**src/rtl/pfm_pkg.sv**
```systemverilog
// Package for the packet field match cell.
// Holds the verdict encoding that the verdict stage uses internally.
package pfm_pkg;

    // Verdict of one packet evaluation.
    typedef enum logic [1:0] {
        VERD_NONE  = 2'd0,
        VERD_MATCH = 2'd1,
        VERD_MISS  = 2'd2,
        VERD_OOB   = 2'd3
    } verdict_e;

endpackage

```
**src/rtl/pfm_cfg_reg.sv**
```systemverilog
// Configuration holder for the match cell.
// Takes a settings write only between packets and only when the length
// is legal. Precomputes the index of the last field byte and the
// alignment flag, so the stream path needs no arithmetic on the settings.
// Assumes WORD_BYTES is a power of two.
module pfm_cfg_reg #(
    parameter int OFS_W       = 8,
    parameter int FIELD_BYTES = 4,
    parameter int WORD_BYTES  = 4,
    parameter int LEN_W       = $clog2(FIELD_BYTES + 1),
    parameter int DATA_W      = 8 * FIELD_BYTES,
    parameter int END_W       = OFS_W + 1
) (
    input  logic              clk,
    input  logic              rst_n,
    input  logic              wr_en,
    input  logic              pkt_open,
    input  logic              beat,
    input  logic [OFS_W-1:0]  wr_offset,
    input  logic [LEN_W-1:0]  wr_len,
    input  logic [DATA_W-1:0] wr_mask,
    input  logic [DATA_W-1:0] wr_value,
    output logic [OFS_W-1:0]  cur_offset,
    output logic [END_W-1:0]  cur_last,
    output logic [DATA_W-1:0] cur_mask,
    output logic [DATA_W-1:0] cur_value,
    output logic              cur_misalign
);

    localparam int ALIGN_W = $clog2(WORD_BYTES);

    logic             len_ok;
    logic             accept;
    logic [END_W-1:0] new_last;
    logic             new_misalign;

    // Decide whether this write is legal and may be taken now.
    always_comb begin
        len_ok   = (wr_len != '0) && (int'(wr_len) <= FIELD_BYTES);
        accept   = wr_en && len_ok && !pkt_open && !beat;
        new_last = END_W'(wr_offset) + END_W'(wr_len) - END_W'(1);
    end

    // Alignment test; word size one means every offset is aligned.
    generate
        if (ALIGN_W == 0) begin : g_no_align
            assign new_misalign = 1'b0;
        end else begin : g_align
            assign new_misalign = |wr_offset[ALIGN_W-1:0];
        end
    endgenerate

    // Hold the settings; reset gives offset 0, length 1, mask 0, value 0.
    always_ff @(posedge clk) begin
        if (!rst_n) begin
            cur_offset   <= '0;
            cur_last     <= '0;
            cur_mask     <= '0;
            cur_value    <= '0;
            cur_misalign <= 1'b0;
        end else if (accept) begin
            cur_offset   <= wr_offset;
            cur_last     <= new_last;
            cur_mask     <= wr_mask;
            cur_value    <= wr_value;
            cur_misalign <= new_misalign;
        end
    end

endmodule

```
**src/rtl/pfm_byte_tracker.sv**
```systemverilog
// Packet framing tracker.
// Tracks whether a packet is open and gives each accepted byte its index
// from the start byte. A byte presented with no packet open and no start
// marker is not accepted. A start marker always opens a new packet.
// The index saturates at its maximum.
module pfm_byte_tracker #(
    parameter int CNT_W = 16
) (
    input  logic             clk,
    input  logic             rst_n,
    input  logic             byte_valid,
    input  logic             sop,
    input  logic             eop,
    output logic             pkt_open,
    output logic             beat,
    output logic             last_beat,
    output logic [CNT_W-1:0] idx
);

    localparam logic [CNT_W-1:0] IDX_MAX = '1;

    logic [CNT_W-1:0] next_idx;

    // Classify the current cycle and give the index of the current byte.
    always_comb begin
        beat      = byte_valid && (sop || pkt_open);
        last_beat = beat && eop;
        idx       = sop ? '0 : next_idx;
    end

    // Advance the packet state on each accepted byte.
    always_ff @(posedge clk) begin
        if (!rst_n) begin
            pkt_open <= 1'b0;
            next_idx <= '0;
        end else if (beat) begin
            pkt_open <= !eop;
            next_idx <= (idx == IDX_MAX) ? idx : idx + CNT_W'(1);
        end
    end

endmodule

```
**src/rtl/pfm_field_capture.sv**
```systemverilog
// Field window capture.
// Shifts in the bytes whose index falls between the offset and the last
// field index, first byte ending up most significant. The start byte
// clears the collected field. The next-state value is also given out, so
// that the byte arriving with the end marker is part of the verdict.
module pfm_field_capture #(
    parameter int CNT_W  = 16,
    parameter int OFS_W  = 8,
    parameter int END_W  = OFS_W + 1,
    parameter int DATA_W = 32
) (
    input  logic              clk,
    input  logic              rst_n,
    input  logic              beat,
    input  logic              sop,
    input  logic [CNT_W-1:0]  idx,
    input  logic [OFS_W-1:0]  cur_offset,
    input  logic [END_W-1:0]  cur_last,
    input  logic [7:0]        byte_data,
    output logic [DATA_W-1:0] field_next
);

    logic [DATA_W-1:0] field_q;
    logic [DATA_W-1:0] base;
    logic              in_win;

    // Work out whether this byte is in the window and form the next field.
    always_comb begin
        in_win = (idx >= CNT_W'(cur_offset)) && (idx <= CNT_W'(cur_last));
        base   = sop ? '0 : field_q;
        if (beat && in_win) begin
            field_next = {base[DATA_W-9:0], byte_data};
        end else if (beat) begin
            field_next = base;
        end else begin
            field_next = field_q;
        end
    end

    // Store the collected field between bytes.
    always_ff @(posedge clk) begin
        if (!rst_n) begin
            field_q <= '0;
        end else begin
            field_q <= field_next;
        end
    end

endmodule

```
**src/rtl/pfm_verdict.sv**
```systemverilog
// Verdict stage.
// On the end byte, compares the packet length with the last field index,
// then the masked field with the value, and registers a one-cycle verdict.
// The bounds test takes priority, so an out-of-bounds field never matches.
module pfm_verdict
    import pfm_pkg::*;
#(
    parameter int CNT_W  = 16,
    parameter int END_W  = 9,
    parameter int DATA_W = 32
) (
    input  logic              clk,
    input  logic              rst_n,
    input  logic              last_beat,
    input  logic [CNT_W-1:0]  idx,
    input  logic [END_W-1:0]  cur_last,
    input  logic [DATA_W-1:0] cur_mask,
    input  logic [DATA_W-1:0] cur_value,
    input  logic              cur_misalign,
    input  logic [DATA_W-1:0] field_next,
    output logic              res_hit,
    output logic              res_miss,
    output logic              res_oob,
    output logic              res_misalign
);

    verdict_e verd;

    // Bounds first, then the masked compare; no verdict off the end byte.
    always_comb begin
        if (!last_beat) begin
            verd = VERD_NONE;
        end else if (CNT_W'(cur_last) > idx) begin
            verd = VERD_OOB;
        end else if ((field_next & cur_mask) == cur_value) begin
            verd = VERD_MATCH;
        end else begin
            verd = VERD_MISS;
        end
    end

    // Register the verdict for exactly one cycle.
    always_ff @(posedge clk) begin
        if (!rst_n) begin
            res_hit      <= 1'b0;
            res_miss     <= 1'b0;
            res_oob      <= 1'b0;
            res_misalign <= 1'b0;
        end else begin
            res_hit      <= (verd == VERD_MATCH);
            res_miss     <= (verd == VERD_MISS);
            res_oob      <= (verd == VERD_OOB);
            res_misalign <= last_beat && cur_misalign;
        end
    end

endmodule

```
**src/rtl/pfm_match_cell.sv**
```systemverilog
// Packet header field match cell, top level.
// Joins the settings holder, the framing tracker, the window capture and
// the verdict stage. Assumes one byte per cycle at most and that CNT_W is
// at least OFS_W + 1.
module pfm_match_cell #(
    parameter int OFS_W       = 8,
    parameter int FIELD_BYTES = 4,
    parameter int WORD_BYTES  = 4,
    parameter int CNT_W       = 16,
    parameter int LEN_W       = $clog2(FIELD_BYTES + 1),
    parameter int DATA_W      = 8 * FIELD_BYTES
) (
    input  logic              clk,
    input  logic              rst_n,
    input  logic              cfg_we,
    input  logic [OFS_W-1:0]  cfg_offset,
    input  logic [LEN_W-1:0]  cfg_len,
    input  logic [DATA_W-1:0] cfg_mask,
    input  logic [DATA_W-1:0] cfg_value,
    input  logic              in_valid,
    input  logic              in_sop,
    input  logic              in_eop,
    input  logic [7:0]        in_data,
    output logic              hit,
    output logic              miss,
    output logic              oob,
    output logic              misaligned
);

    localparam int END_W = OFS_W + 1;

    logic              pkt_open;
    logic              beat;
    logic              last_beat;
    logic [CNT_W-1:0]  idx;
    logic [OFS_W-1:0]  cur_offset;
    logic [END_W-1:0]  cur_last;
    logic [DATA_W-1:0] cur_mask;
    logic [DATA_W-1:0] cur_value;
    logic              cur_misalign;
    logic [DATA_W-1:0] field_next;

    pfm_cfg_reg #(
        .OFS_W(OFS_W), .FIELD_BYTES(FIELD_BYTES), .WORD_BYTES(WORD_BYTES),
        .LEN_W(LEN_W), .DATA_W(DATA_W), .END_W(END_W)
    ) u_cfg (
        .clk(clk), .rst_n(rst_n), .wr_en(cfg_we), .pkt_open(pkt_open),
        .beat(beat), .wr_offset(cfg_offset), .wr_len(cfg_len),
        .wr_mask(cfg_mask), .wr_value(cfg_value), .cur_offset(cur_offset),
        .cur_last(cur_last), .cur_mask(cur_mask), .cur_value(cur_value),
        .cur_misalign(cur_misalign)
    );

    pfm_byte_tracker #(.CNT_W(CNT_W)) u_trk (
        .clk(clk), .rst_n(rst_n), .byte_valid(in_valid), .sop(in_sop),
        .eop(in_eop), .pkt_open(pkt_open), .beat(beat),
        .last_beat(last_beat), .idx(idx)
    );

    pfm_field_capture #(
        .CNT_W(CNT_W), .OFS_W(OFS_W), .END_W(END_W), .DATA_W(DATA_W)
    ) u_cap (
        .clk(clk), .rst_n(rst_n), .beat(beat), .sop(in_sop), .idx(idx),
        .cur_offset(cur_offset), .cur_last(cur_last), .byte_data(in_data),
        .field_next(field_next)
    );

    pfm_verdict #(.CNT_W(CNT_W), .END_W(END_W), .DATA_W(DATA_W)) u_ver (
        .clk(clk), .rst_n(rst_n), .last_beat(last_beat), .idx(idx),
        .cur_last(cur_last), .cur_mask(cur_mask), .cur_value(cur_value),
        .cur_misalign(cur_misalign), .field_next(field_next),
        .res_hit(hit), .res_miss(miss), .res_oob(oob),
        .res_misalign(misaligned)
    );

endmodule

```
**config.mk**
```make
export PLATFORM = sky130hd
export DESIGN_NAME = pfm_match_cell
export DESIGN_NICKNAME = d
export VERILOG_FILES = /design/src/rtl/pfm_pkg.sv /design/src/rtl/pfm_cfg_reg.sv /design/src/rtl/pfm_byte_tracker.sv /design/src/rtl/pfm_field_capture.sv /design/src/rtl/pfm_verdict.sv /design/src/rtl/pfm_match_cell.sv
export SDC_FILE = /design/constraint.sdc
export NUM_CORES = 1
export LEC_CHECK = 0
export ABC_AREA = 1
export BUFFER_PORTS_ARGS = -buffer_cell sky130_fd_sc_hd__buf_2
export CAP_MARGIN = 20
export CELL_PAD_IN_SITES_DETAIL_PLACEMENT = 0
export CELL_PAD_IN_SITES_GLOBAL_PLACEMENT = 1
export CORE_MARGIN = 3
export CORE_UTILIZATION = 35
export CTS_BUF_LIST = sky130_fd_sc_hd__clkbuf_4 sky130_fd_sc_hd__clkbuf_8
export DETAILED_ROUTE_END_ITERATION = 6
export PLACE_DENSITY_LB_ADDON = 0.1
export SYNTH_ARGS = -nofsm -noshare
export SYNTH_HDL_FRONTEND = slang
export SYNTH_HIERARCHICAL = 1
export SYNTH_SLANG_ARGS = --single-unit
```
**constraint.sdc**
```tcl
create_clock -name clk -period 3.8 [get_ports clk]
set_input_delay 0.38 -clock clk [delete_from_list [all_inputs] [get_ports clk]]
set_output_delay 0.38 -clock clk [all_outputs]
set_load 0.01 [all_outputs]
```
# ---- After elaboration in Yosys (flattened, before gate mapping)
# Cells that the tools add are included.
dict set report op_classes {
  add_sub_neg 3
  eq_ne 5
  n_lt_le_gt_ge 4
  bitwise_logic 1
  mux 8
  reduce_logical 15
}
# cell count
set op_table {}
lappend op_table {{$mux W32} 3}
lappend op_table {{$and A32 B32 Y32} 1}
lappend op_table {{$eq A32 B32 Y1} 1}
lappend op_table {{$mux W16} 2}
lappend op_table {{$add A16 B1 Y16 const B} 1}
lappend op_table {{$eq A16 B16 Y1 const B} 1}
lappend op_table {{$ge A16 B8 Y1} 1}
lappend op_table {{$gt A9 B16 Y1} 1}
lappend op_table {{$le A16 B9 Y1} 1}
lappend op_table {{$add A8 B3 Y9} 1}
lappend op_table {{$logic_and A1 B1 Y1} 9}
lappend op_table {{$sub A9 B1 Y9 const B} 1}
lappend op_table {{$mux W2} 3}
lappend op_table {{$eq A2 B2 Y1 const B} 2}
lappend op_table {{$le A3 B3 Y1 const B} 1}
lappend op_table {{$logic_not A1 Y1} 3}
lappend op_table {{$reduce_bool A3 Y1} 1}
lappend op_table {{$eq A2 B1 Y1 const B} 1}
lappend op_table {{$reduce_or A2 Y1} 1}
lappend op_table {{$logic_or A1 B1 Y1} 1}
dict set report totals {
  in_bits 89
  ff_bits 135
}

# ---- Longest topological paths before layout
# Gate-level depths: netlist of run 1.
dict set report logic_depth {
  word_depth 11
  ltp_mapped 32
  mapped_depth_nobuf 29
}

# ---- Modules after synthesis
# The synthesis of run 1 kept the hierarchy.
# mod seq_area_each_um2 cells_per_inst area_each_um2 n_inst
set modules_own_cells {}
lappend modules_own_cells {pfm_cfg_reg 1641.6 430 3276.9 1}
lappend modules_own_cells {pfm_field_capture 640.6 366 2153.3 1}
lappend modules_own_cells {pfm_byte_tracker 340.3 215 1373.8 1}
lappend modules_own_cells {pfm_verdict 80.1 237 1156.1 1}

# ---- Least setup slack after synthesis of run 1
# No wires, ideal clock.
dict set report synth_path {
  path_type {in2reg}
  from {input port in_sop}
  to {register u_ver.res_miss}
  path_stages 28
  t_arrival_ns 2.723
  setup_time_ns 0.115
  setup_slack_ns 0.962
  required_time_ns 3.685
  path_cell_list {buf_6 -> inv_4 -> buf_8 -> buf_8 -> nand2_2 -> inv_1 -> ha_1 -> a21oi_1 -> nor2_1 -> nor2_1 -> nand2_1 -> nand2_1 -> nand2_1 -> nand2_2 -> buf_2 -> nand3_1 -> nand2_1 -> inv_1 -> nand2_1 -> nand2_1 -> nand2_1 -> nand3_1 -> nor2_1 -> nand2_1 -> nor2_1 -> nand2_1 -> nand2_1 -> nor2_1}
}
dict set report synth_via {
  elab_chain_len 11
  elab_cells_between_ends 18
  cone_classes {order compare: 3; eq/ne: 2; mux: 7; bitwise: 1; reduce/logical: 5}
}
# element line_no
set synth_rtl {}
lappend synth_rtl {{from (decl)} pfm_match_cell.sv:21} ;# input logic in_sop,
lappend synth_rtl {{$mux W16 *} pfm_byte_tracker.sv:28} ;# idx = sop ? '0 : next_idx;
lappend synth_rtl {{via idx[5]} pfm_match_cell.sv:35} ;# logic [CNT_W-1:0] idx;
lappend synth_rtl {{$ge A16 B8 Y1 or $le A16 B9 Y1 (tied branches)} pfm_field_capture.sv:29} ;# in_win = (idx >= CNT_W'(cur_offset)) && (idx <= CNT_W'(cur_last));
lappend synth_rtl {{$logic_and A1 B1 Y1 *} pfm_field_capture.sv:29}
lappend synth_rtl {{$logic_and A1 B1 Y1 *} pfm_field_capture.sv:31} ;# if (beat && in_win) begin
lappend synth_rtl {{$mux W32 *} pfm_field_capture.sv:31}
lappend synth_rtl {{via field_next[15]} pfm_match_cell.sv:41} ;# logic [DATA_W-1:0] field_next;
lappend synth_rtl {{$and A32 B32 Y32 *} pfm_verdict.sv:35} ;# end else if ((field_next & cur_mask) == cur_value) begin
lappend synth_rtl {{$eq A32 B32 Y1 *} pfm_verdict.sv:35}
lappend synth_rtl {{$mux W2 *} pfm_verdict.sv:35}
lappend synth_rtl {{$mux W2 *} pfm_verdict.sv:33} ;# end else if (CNT_W'(cur_last) > idx) begin
lappend synth_rtl {{$mux W2 *} pfm_verdict.sv:31} ;# if (!last_beat) begin
lappend synth_rtl {{$eq A2 B2 Y1 *} pfm_verdict.sv:51} ;# res_miss <= (verd == VERD_MISS);
lappend synth_rtl {{to (signal assigned)} pfm_verdict.sv:51}
lappend synth_rtl {{to (decl)} pfm_verdict.sv:22} ;# output logic res_miss,
# The timed path passes the listed nets; every way through them passes the cells marked *.
# A chain may end at the register's enable or synchronous reset.

# ---- Worst setup path in the final report of run 1
dict set report layout_path {
  from {register u_trk.next_idx[3]}
  to {register u_ver.res_miss}
}
dict set report layout_via {
  elab_chain_len 11
  elab_cells_between_ends 13
  cone_classes {order compare: 3; eq/ne: 2; mux: 5; bitwise: 1; reduce/logical: 2}
}
# element line_no
set layout_rtl {}
lappend layout_rtl {{from (decl)} pfm_byte_tracker.sv:22} ;# logic [CNT_W-1:0] next_idx;
lappend layout_rtl {{from (signal assigned)} pfm_byte_tracker.sv:38} ;# next_idx <= (idx == IDX_MAX) ? idx : idx + CNT_W'(1);
lappend layout_rtl {{$mux W16 *} pfm_byte_tracker.sv:28}
lappend layout_rtl {{via idx[3]} pfm_match_cell.sv:35}
lappend layout_rtl {{$ge A16 B8 Y1 or $le A16 B9 Y1 (tied branches)} pfm_field_capture.sv:29}
lappend layout_rtl {{$logic_and A1 B1 Y1 *} pfm_field_capture.sv:29}
lappend layout_rtl {{$logic_and A1 B1 Y1 *} pfm_field_capture.sv:31}
lappend layout_rtl {{$mux W32 *} pfm_field_capture.sv:31}
lappend layout_rtl {{via field_next[7]} pfm_match_cell.sv:41}
lappend layout_rtl {{$and A32 B32 Y32 *} pfm_verdict.sv:35}
lappend layout_rtl {{$eq A32 B32 Y1 *} pfm_verdict.sv:35}
lappend layout_rtl {{$mux W2 *} pfm_verdict.sv:35}
lappend layout_rtl {{$mux W2 *} pfm_verdict.sv:33}
lappend layout_rtl {{$mux W2 *} pfm_verdict.sv:31}
lappend layout_rtl {{$eq A2 B2 Y1 *} pfm_verdict.sv:51}
# Marks and branches as above.

==> results of run 1 <==
layer usage:
metal,part of all wire [%],vias up
met2,40,96
met1,56,3225
met3,3.3,6
met5,0,-
li1,-,4012
met4,0.81,0
worst max-delay path by stage:
| stage | to | cells after the start | start |
|---|---|---|---|
| floorplan | u_ver/res_miss | 28 | in_sop |
| global placement | u_ver/res_miss | 28 | in_sop |
| detailed placement | u_ver/res_miss | 27 | in_sop |
| CTS | u_ver/res_miss | 25 | u_trk/next_idx[3] |
| global route | u_ver/res_miss | 25 | u_trk/next_idx[3] |
| finish | u_ver/res_miss | 25 | u_trk/next_idx[3] |
tightest hold or removal path, delay by kind of cell:
family	cells	cell delay [ns]
AOI/OAI and AO/OA	1	0.07
and+or+nand+nor	1	0.07
buffers and inverters	1	0.07
through the flow:
stage	setup WS [ns]	total power, W	util, %	instance area [um2]
2_1_floorplan	0.9622	0.002260	-	7960
3_3_place_gp	0.2755	0.002511	38.89	8592
3_5_place_dp	0.2856	0.002511	38.89	8592
4_1_cts	0.4558	0.003743	40.68	8989
5_1_grt	0.07153	0.003960	40.81	9016
6_report	0.5401	0.003680	40.81	9016
power groups by stage:
stage	clock, W	sequential [W]	combinational, W
floorplan	0	0.00162	0.000642
global placement	0	0.00165	0.000864
detailed placement	0	0.00165	0.000864
CTS	0.00126	0.00161	0.000870
global route	0.00133	0.00163	0.00101
finish	0.00121	0.00161	0.000861
registers in the layout (all words and copies together) (netlist names), 8 cells and up:
| signal | cells |
|---|---|
| u_cfg/cur_offset | 8 |
| u_cfg/cur_value | 32 |
| u_cfg/cur_last | 9 |
| u_cap/field_q | 32 |
| u_cfg/cur_mask | 32 |
| u_trk/next_idx | 16 |
cell families after synthesis:
group           count (synthesis)
compound gates                128
buf+inv                       230
fa+ha+maj                      38
flops                         135
xor+xnor                        7
simple gates                  710
cell type report:
cell class	count	area (um2)
clock buffer	17	234.0
tap	280	350.3
fill	2413	13080
timing repair buffer	104	608.1
inverter	180	678.2
clock inverter	15	162.7
multi-input combinational	883	4280
sequential	135	2703
cells in the final DEF (no fill, tap or decap), types with 3 or more instances in the layout:
cell / count
o21ai_0: 77
nor2_4: 3
o21ai_1: 9
nand2_1: 325
nor2_2: 13
clkbuf_8: 17
inv_8: 4
buf_4: 8
nor2_1: 226
buf_12: 3
nand3_1: 91
nand3b_1: 10
dfxtp_1: 135
ha_1: 37
inv_2: 4
a21o_1: 3
nand4_1: 11
clkinvlp_4: 3
nand2_2: 10
inv_6: 4
a21oi_1: 31
buf_2: 92
xor2_1: 5
nand3_2: 8
inv_1: 173
==> flow_summary_export.csv, run 1 <==
group,metric,value,unit
run_status,status,"completed",
logic_synthesis,yosysTopAreaCell,"dfxtp_1",
logic_synthesis,synth_mux_area_share,0,%
final_layout,drive_above_1_share,14.09,%
global_routing,grt_max_degree,72,
setup_path,reg2reg_from,"u_trk/next_idx[3]",
detailed_routing,ant_nets,0,
floorplan,die_h,156.8,um
final_layout,diodes,0,
logic_synthesis,synth_fp_nets,1375,
power_and_ir_drop,pwr-share-clk,32.8,%
logic_synthesis,postSynthCellCount,1248,
floorplan,die_area,0.02459,mm2
logic_synthesis,synthAdderAreaFrac,6.067,%
min_path,min_path_type,"in -> reg",
final_layout,syn_to_final_growth,13.27,%
detailed_routing,wl_per_cell,13.24,um
clock_network,cts_setup_buffers,0,
timing,tns,0,ns
logic_synthesis,synth_xor_area_share,0.7702,%
logic_synthesis,yosysTopAreaCellShare,33.95,%
clock_network,cts.sinks,135,
clock_network,cts_root_buffer,"clkbuf_8",
logic_synthesis,synth_area_per_cell,6.378,um2
power_and_ir_drop,p_sw,0.001296,W
clock_network,clk_latency,0.45,ns
timing,relSlewSlack,49.15,%
min_path,holdCritStartpoint,"cfg_value[7]",
global_routing,gr-usage-all-layers,17.59,%
logic_synthesis,synthFlopType,"dfxtp_1",
setup_path,worstPathMaxFanout,32,
setup_path,rrSetupSlack,0.54,ns
power_and_ir_drop,peakVddDrop,0.1868,mV
timing,fin_hold_ws,0.1760,ns
setup_path,start_kind,"register",
final_layout,fin_nets,1448,
setup_path,critical_path_buf_inv_count,3,
power_and_ir_drop,power.leakage,4.529,nW
global_routing,grt_use_met1,27.19,%
global_routing,top_usage_layer,"met1",
global_routing,grt_use_met3,3.733,%
setup_path,cpMostUsedCell,"nand2_1",
placed_design,dpl.hpwl,15.93,mm
global_routing,use_met2,24.75,%
logic_synthesis,yosys.area_share.simple,38.51,%
timing,rsz0062_at_grt,"no",
setup_path,cp_slowest_cell,"dfxtp_1",
logic_synthesis,ys_types,45,
logic_synthesis,synth_common_cells,"325 x nand2_1, 226 x nor2_1, 173 x inv_1, 135 x dfxtp_1, 91 x nand3_1",
clock_network,path_clk_slew,0.09,ns
min_path,holdPathEnd,"u_cfg/cur_value[7]",
logic_synthesis,yosys_warnings,6,
setup_path,reg2reg_to,"u_ver/res_miss",
timing,setup_viol_count_final,0,
detailed_routing,drt_pass1_iterations,5,
clock_network,cts.repair.resized,0,
power_and_ir_drop,internal_power,0.002385,W
final_layout,fin_cells,1614,
global_routing,grt_pass1_vias,6734,
floorplan,rows,54,
placed_design,port_buffers,92,
power_and_ir_drop,comb_power_share,23.4,%
timing,tightest_slew,0.7628,ns
setup_path,crit_required,4.14,ns
power_and_ir_drop,power.density,408.2,mW/mm2
logic_synthesis,synth_edf_count,0,
timing,fin_worst_skew,0.01529,ns
setup_path,reg2regPathDepth,25,
logic_synthesis,synth-seq-cells,135,
logic_synthesis,synth_compound_area_share,8.425,%
timing,period_minus_slack,3.260,ns
floorplan,io_pins,93,
detailed_routing,wirelength,21.36,mm
placed_design,dp.cells,1581,
timing,max_freq,306.8,MHz
timing,hold_violations,0,
setup_path,cp_slowest_stage_delay,0.42,ns
logic_synthesis,synthMostInstantiatedCell,"nand2_1",
floorplan,start_util,36.03,%
setup_path,worstPathArrival,3.60,ns
detailed_routing,drc_errors,0,
timing,min_period_over_period,85.79,%
setup_path,endpoint_kind,"register",
clock_network,tritoncts,"done",
logic_synthesis,synth-seq-area-share,33.95,%
logic_synthesis,synth_top_family_by_area,"simple AND/OR/NAND/NOR gates",
detailed_routing,drt_iter0_drc,399,
detailed_routing,via_per_inst,4.547,
setup_path,path_delay_family,"simple AND/OR/NAND/NOR gates",
logic_synthesis,syn-cell-area,0.007960,mm2
global_routing,antenna_found_initial,0,
detailed_routing,vias,7339,
clock_network,h-tree-depth,4,
power_and_ir_drop,switching_share,35.20,%
floorplan,die_w,156.8,um
floorplan,core,0.02209,mm2
clock_network,cts_buffers,17,
global_routing,overflow,0,
placed_design,gp_congestion,0.8324,
power_and_ir_drop,seq_power_share,43.8,%
global_routing,grt_pass1_wl,34.53,mm
clock_network,postCtsHoldBufs,0,
setup_path,crit_type,"reg -> reg",
clock_network,clock_path_buffers,2,
logic_synthesis,synth_area_leaders,"dfxtp_1 34%, nand2_1 15%, nor2_1 11%",
timing,finalMaxSlewViolations,0,
logic_synthesis,ys_async_sr_fraction,0,%
min_path,holdPathStages,3,
run,cap_violations,0,
Power figures use the tool's default switching activity.
==> run 2: changes to the inputs <==
Settings changed: SKIP_CTS_REPAIR_TIMING set to 1, SYNTH_HIERARCHICAL 1 to not set.
==> flow_summary_export.csv, run 2 <==
group,metric,value,unit
final_layout,diodes,0,
power_and_ir_drop,power.density,430.7,mW/mm2
logic_synthesis,synth_fp_nets,1213,
setup_path,crit_required,4.15,ns
clock_network,path_clk_slew,0.08,ns
logic_synthesis,synth-seq-cells,135,
global_routing,antenna_found_initial,0,
detailed_routing,drc_errors,0,
logic_synthesis,synth_area_leaders,"dfxtp_1 37%, nand2_1 13%, nor2_1 8.0%",
timing,min_period_over_period,82.92,%
floorplan,die_area,0.02260,mm2
floorplan,die_w,150.3,um
timing,max_freq,317.4,MHz
min_path,min_path_type,"in -> reg",
detailed_routing,ant_nets,0,
detailed_routing,drt-met1-wl,10.92,mm
floorplan,core,0.02036,mm2
logic_synthesis,synth-seq-area-share,37.07,%
detailed_routing,via_per_inst,4.866,
power_and_ir_drop,pwr-share-clk,32.5,%
min_path,holdPathStages,2,
power_and_ir_drop,power.leakage,3.765,nW
setup_path,worstPathArrival,3.50,ns
final_layout,syn_to_final_growth,14.38,%
logic_synthesis,synth_area_per_cell,6.646,um2
placed_design,port_buffers,92,
setup_path,start_kind,"register",
clock_network,cts_root_buffer,"clkbuf_8",
clock_network,h-tree-depth,4,
detailed_routing,wl_met2,9.111,mm
detailed_routing,drt_iter0_drc,461,
placed_design,gp_congestion,0.8367,
logic_synthesis,yosysTopAreaCell,"dfxtp_1",
detailed_routing,route.met3.wl,937,um
clock_network,cts_buffers,17,
timing,hold_violations,0,
final_layout,drive_above_1_share,13.94,%
detailed_routing,wirelength,21.27,mm
timing,fin_worst_skew,0.01116,ns
placed_design,dpl.hpwl,15.93,mm
logic_synthesis,synthMostInstantiatedCell,"nand2_1",
logic_synthesis,ys_types,43,
floorplan,die_h,150.3,um
floorplan,start_util,35.80,%
timing,setup_viol_count_final,0,
setup_path,rrSetupSlack,0.65,ns
power_and_ir_drop,seq_power_share,44.6,%
final_layout,biggestRegsByFlops,"u_cap.field_q (32), u_cfg.cur_mask (32), u_cfg.cur_value (32)",
setup_path,worstPathMaxFanout,32,
logic_synthesis,postSynthCellCount,1097,
clock_network,tritoncts,"done",
global_routing,grt_pass1_vias,6434,
power_and_ir_drop,finalPower,0.003592,W
setup_path,crit_type,"reg -> reg",
logic_synthesis,yosysTopAreaCellShare,37.07,%
power_and_ir_drop,peakVddDrop,0.1902,mV
power_and_ir_drop,internal_power,0.002384,W
run_status,status,"completed",
timing,tns,0,ns
final_layout,layout_common_cells,"257 x nand2_1, 156 x nor2_1, 135 x dfxtp_1",
logic_synthesis,yosys_warnings,0,
global_routing,grt_max_degree,73,
clock_network,cts.sinks,135,
logic_synthesis,synthFlopType,"dfxtp_1",
floorplan,rows,52,
final_layout,fin_nets,1287,
timing,period_minus_slack,3.151,ns
clock_network,clk_latency,0.45,ns
power_and_ir_drop,p_sw,0.001208,W
run,cap_violations,0,
power_and_ir_drop,switching_share,33.62,%
logic_synthesis,ys_async_sr_fraction,0,%
detailed_routing,vias,7075,
timing,rsz0062_at_grt,"no",
logic_synthesis,synth_edf_count,0,
global_routing,gr-usage-all-layers,19.54,%
timing,finalMaxSlewViolations,0,
floorplan,io_pins,93,
global_routing,overflow,0,
global_routing,grt_pass1_wl,34.33,mm
detailed_routing,routed.top_layer,"met4",
timing,relSlewSlack,33.84,%
detailed_routing,wl_per_cell,14.63,um
detailed_routing,drt_pass1_iterations,5,
logic_synthesis,syn-cell-area,0.007291,mm2
power_and_ir_drop,comb_power_share,22.9,%
setup_path,endpoint_kind,"register",
final_layout,final_common_cell,"nand2_1",
clock_network,clock_path_buffers,2,
logic_synthesis,synth_common_cells,"258 x nand2_1, 156 x nor2_1, 135 x dfxtp_1, 122 x inv_1, 90 x o21ai_0",
setup_path,reg2regPathDepth,22,
timing,tightest_slew,0.9924,ns
## run 2: cell types whose count changed after synthesis, sizes merged, moves of 6 or more
cell / before / now
a21oi: 32 / 62
nand3: 100 / 76
ha: 37 / 26
clkbuf: 24 / 37
inv: 178 / 129
nand2: 337 / 270
buf: 26 / 13
nand4: 12 / 43
nor3b: 0 / 6
nor2: 243 / 158
## run 2: path summary, 6_finish.rpt
path,start,to
worst max-delay path,u_trk.next_idx[7],u_ver.res_miss
worst min-delay path,in_eop,u_trk.pkt_open
worst max register to register,u_trk.next_idx[7],u_ver.res_miss
worst min register to register,u_cfg.cur_misalign,u_ver.res_misalign
## run 2: logic make-up (layout without fill, tap and decap cells)
logic type                 count (synthesis)  after routing  synth area share (%)
adders and majority gates                 27             27                 4.737
and+or+nand+nor                          573            573                 34.25
AOI/OAI and AO/OA                        175            175                 13.03
DFF                                      135            135                 37.07
xor gates and xnor gates                   8              8                0.9611
buffers and inverters                    179            266                 9.954
## run 2: power groups by stage
| stage | clock [W] | sequential, W | combinational, W |
|---|---|---|---|
| after CTS | 0.00120 | 0.00160 | 0.000831 |
| final | 0.00117 | 0.00160 | 0.000821 |
| after detailed placement | 0 | 0.00163 | 0.000828 |
| after global placement | 0 | 0.00164 | 0.000826 |
| after floorplan | 0 | 0.00161 | 0.000613 |
| after global routing | 0.00127 | 0.00162 | 0.000950 |
## run 2: per-stage QoR
step / hold WS (ns) / cells / instance area [um2] / setup WS (ns) / utilization (%)
5_1_grt: 0.09748 / 1454 / 8339 / 0.2215 / 40.95
6_report: 0.1151 / 1454 / 8339 / 0.6492 / 40.95
4_1_cts: 0.08501 / 1454 / 8339 / 0.6304 / 40.95
2_1_floorplan: 0.4083 / 1097 / 7291 / 1.289 / -
3_3_place_gp: 0.4579 / 1422 / 7953 / 0.3196 / 39.05
3_5_place_dp: 0.4537 / 1422 / 7953 / 0.3132 / 39.05
## run 2: layout make-up
type                    count  area [um2]
clock buffers              22       290.3
clock inverters            10       96.34
repair buffers            105       558.0
fillers                  2256       12030
flip-flops and latches    135        2703
inverters                 129       484.2
multi-input cells         783        3870
well taps                 270       337.8
## run 2: per-layer routing
layer / track usage [%] / up-vias
met1: 29.44 / 3189
met3: 3.010 / 21
li1: - / 3713
met5: 0 / -
met2: 28.93 / 152
met4: 5.169 / 0
## run 2: critical path, stage by stage (launching register included)
cell     delay (ns)
dfxtp_1        0.34
inv_1          0.07
nor2_1         0.21
ha_1           0.29
a21o_1         0.16
nor2_1         0.08
nand3_1        0.08
nor2_1         0.10
nand3_1        0.10
nand2_1        0.09
inv_2          0.12
nand2_4        0.40
nand2_1        0.19
nand3_1        0.11
nand2_1        0.05
nand2_1        0.05
nand2_1        0.11
inv_1          0.07
nand2_1        0.04
nor2_1         0.16
nand2_1        0.07
nor2_1         0.10
nor2_1         0.04
==> run 3: changes to the inputs <==
Clock period 3.8 ns to 3 ns, I/O delays scaled along.
==> flow_summary_export.csv, run 3 (synthesized netlist as in run 2, its figures left out) <==
group,metric,value,unit
floorplan,die_w,150.3,um
floorplan,die_area,0.02260,mm2
setup_path,crit_required,3.35,ns
setup_path,cpMostUsedCell,"nand2_1",
clock_network,cts.sinks,135,
final_layout,syn_to_final_growth,22.98,%
setup_path,path_delay_family,"simple AND/OR/NAND/NOR gates",
detailed_routing,wl_per_cell,14.69,um
min_path,min_path_type,"in -> reg",
global_routing,antenna_found_initial,0,
final_layout,layout_common_cells,"255 x nand2_1, 145 x nor2_1, 132 x dfxtp_1",
timing,min_period_over_period,92.64,%
timing,hold_violations,0,
run_status,status,"completed",
clock_network,cts_root_buffer,"clkbuf_8",
timing,setup_viol_count_final,0,
final_layout,final_common_cell,"nand2_1",
timing,fin_hold_ws,0.05249,ns
power_and_ir_drop,peakVddDrop,0.3108,mV
floorplan,io_pins,93,
detailed_routing,wirelength,21.94,mm
setup_path,rrSetupSlack,0.22,ns
placed_design,gp_congestion,0.8667,
global_routing,grt_pass1_vias,6533,
setup_path,worstPathArrival,3.13,ns
timing,finalMaxSlewViolations,0,
detailed_routing,drt_pass1_iterations,5,
setup_path,path_cells,"inv_2 -> nor2_4 -> buf_4 -> ha_1 -> a21oi_1 -> o21a_1 -> nand2_1 -> nand2_1 -> nand2_2 -> nand2_4 -> nand2_4 -> buf_12 -> buf_6 -> nand2_1 -> nand3_1 -> nand2_1 -> nand2_1 -> nor2_1 -> nand2_1 -> nor2_1 -> nand2_1 -> nor2_1 -> nor2_1",
floorplan,die_h,150.3,um
placed_design,port_buffers,92,
floorplan,start_util,35.80,%
run,cap_violations,0,
clock_network,path_clk_slew,0.08,ns
setup_path,cp_slowest_stage_delay,0.33,ns
power_and_ir_drop,power.leakage,4.072,nW
floorplan,rows,52,
clock_network,h-tree-depth,4,
timing,period_minus_slack,2.779,ns
global_routing,grt_max_degree,48,
final_layout,diodes,0,
global_routing,overflow,0,
detailed_routing,via_per_inst,4.812,
placed_design,dpl.hpwl,16.77,mm
final_layout,drive_above_1_share,19.04,%
power_and_ir_drop,power.density,569.9,mW/mm2
timing,tightest_slew,0.7313,ns
setup_path,start_kind,"register",
global_routing,gr-usage-all-layers,19.77,%
final_layout,biggestRegsByFlops,"u_cap.field_q (32), u_cfg.cur_mask (32), u_cfg.cur_value (32)",
timing,max_freq,359.8,MHz
setup_path,endpoint_kind,"register",
clock_network,cts_buffers,17,
clock_network,clock_path_buffers,2,
clock_network,tritoncts,"done",
timing,fin_worst_skew,0.01512,ns
clock_network,clk_latency,0.45,ns
final_layout,final_core_utilization,44.03,%
final_layout,fin_nets,1327,
setup_path,critical_path_buf_inv_count,4,
detailed_routing,ant_nets,0,
detailed_routing,drt_iter0_drc,378,
setup_path,worstPathMaxFanout,8,
setup_path,crit_type,"reg -> reg",
setup_path,cp_slowest_cell,"dfxtp_2",
global_routing,grt_pass1_wl,34.60,mm
timing,relSlewSlack,51.14,%
final_layout,fillCellCount,2188,
floorplan,core,0.02036,mm2
detailed_routing,drc_errors,0,
detailed_routing,vias,7189,
[run 3: cell count changes in the layout (fill, tap and decap cells not counted), moves of 3 or more]
cell,change
bufinv_16,+5
dfxtp_2,+3
dfxtp_1,-3
buf_4,+30
buf_12,+7
nand3_1,-9
nand3_2,+8
clkinvlp_4,-3
nor2_1,-11
nor2_2,+8
nor2_4,+3
[run 3: final cells by class]
class	count	area [um2]	share of cell area, %
clock inverters	13	225.2	2.512
multi-input cells	783	3978	44.36
well taps	270	337.8	3.768
flip-flops and latches	135	2706	30.18
repair buffers	145	970.9	10.83
inverters	129	486.7	5.428
clock buffers	19	261.5	2.917
[run 3: stage by stage]
stage	std cells	area [um2]	TNS, ns	setup slack (ns)	power (W)
2_1_floorplan	1097	7291	0	0.5694	0.002814
5_1_grt	1494	8966	-0.009073	-0.009073	0.005424
6_report	1494	8966	0	0.2207	0.005110
3_3_place_gp	1459	8318	-0.1338	-0.08835	0.003237
3_5_place_dp	1459	8318	-0.1480	-0.09364	0.003241
4_1_cts	1491	8805	0	0.05858	0.005110
[run 3: final timing paths]
| kind | cells past startpoint | end | start |
|---|---|---|---|
| hold reg to reg | 2 | u_cfg.cur_value[10] | u_cfg.cur_value[10] |
| setup reg to reg | 23 | u_ver.res_miss | u_trk.next_idx[7] |
| setup / recovery | 23 | u_ver.res_miss | u_trk.next_idx[7] |
| hold / removal | 2 | u_trk.pkt_open | in_eop |
[run 3: where the power goes]
part | leakage [nW] | total, W | internal [W] | switching, W
logic | 2.72 | 0.00123 | 0.000470 | 0.000759
clock network | 0.245 | 0.00185 | 0.00111 | 0.000737
registers | 1.11 | 0.00203 | 0.00194 | 0.0000914
[run 3: routing by layer]
metal / part of all wire, % / vias to the layer above / track usage (%)
met5: 0 / - / 0
met4: 1.6 / 0 / 5.352
met3: 4.4 / 20 / 3.492
met2: 43 / 133 / 29.67
met1: 51 / 3241 / 29.13
li1: - / 3795 / -
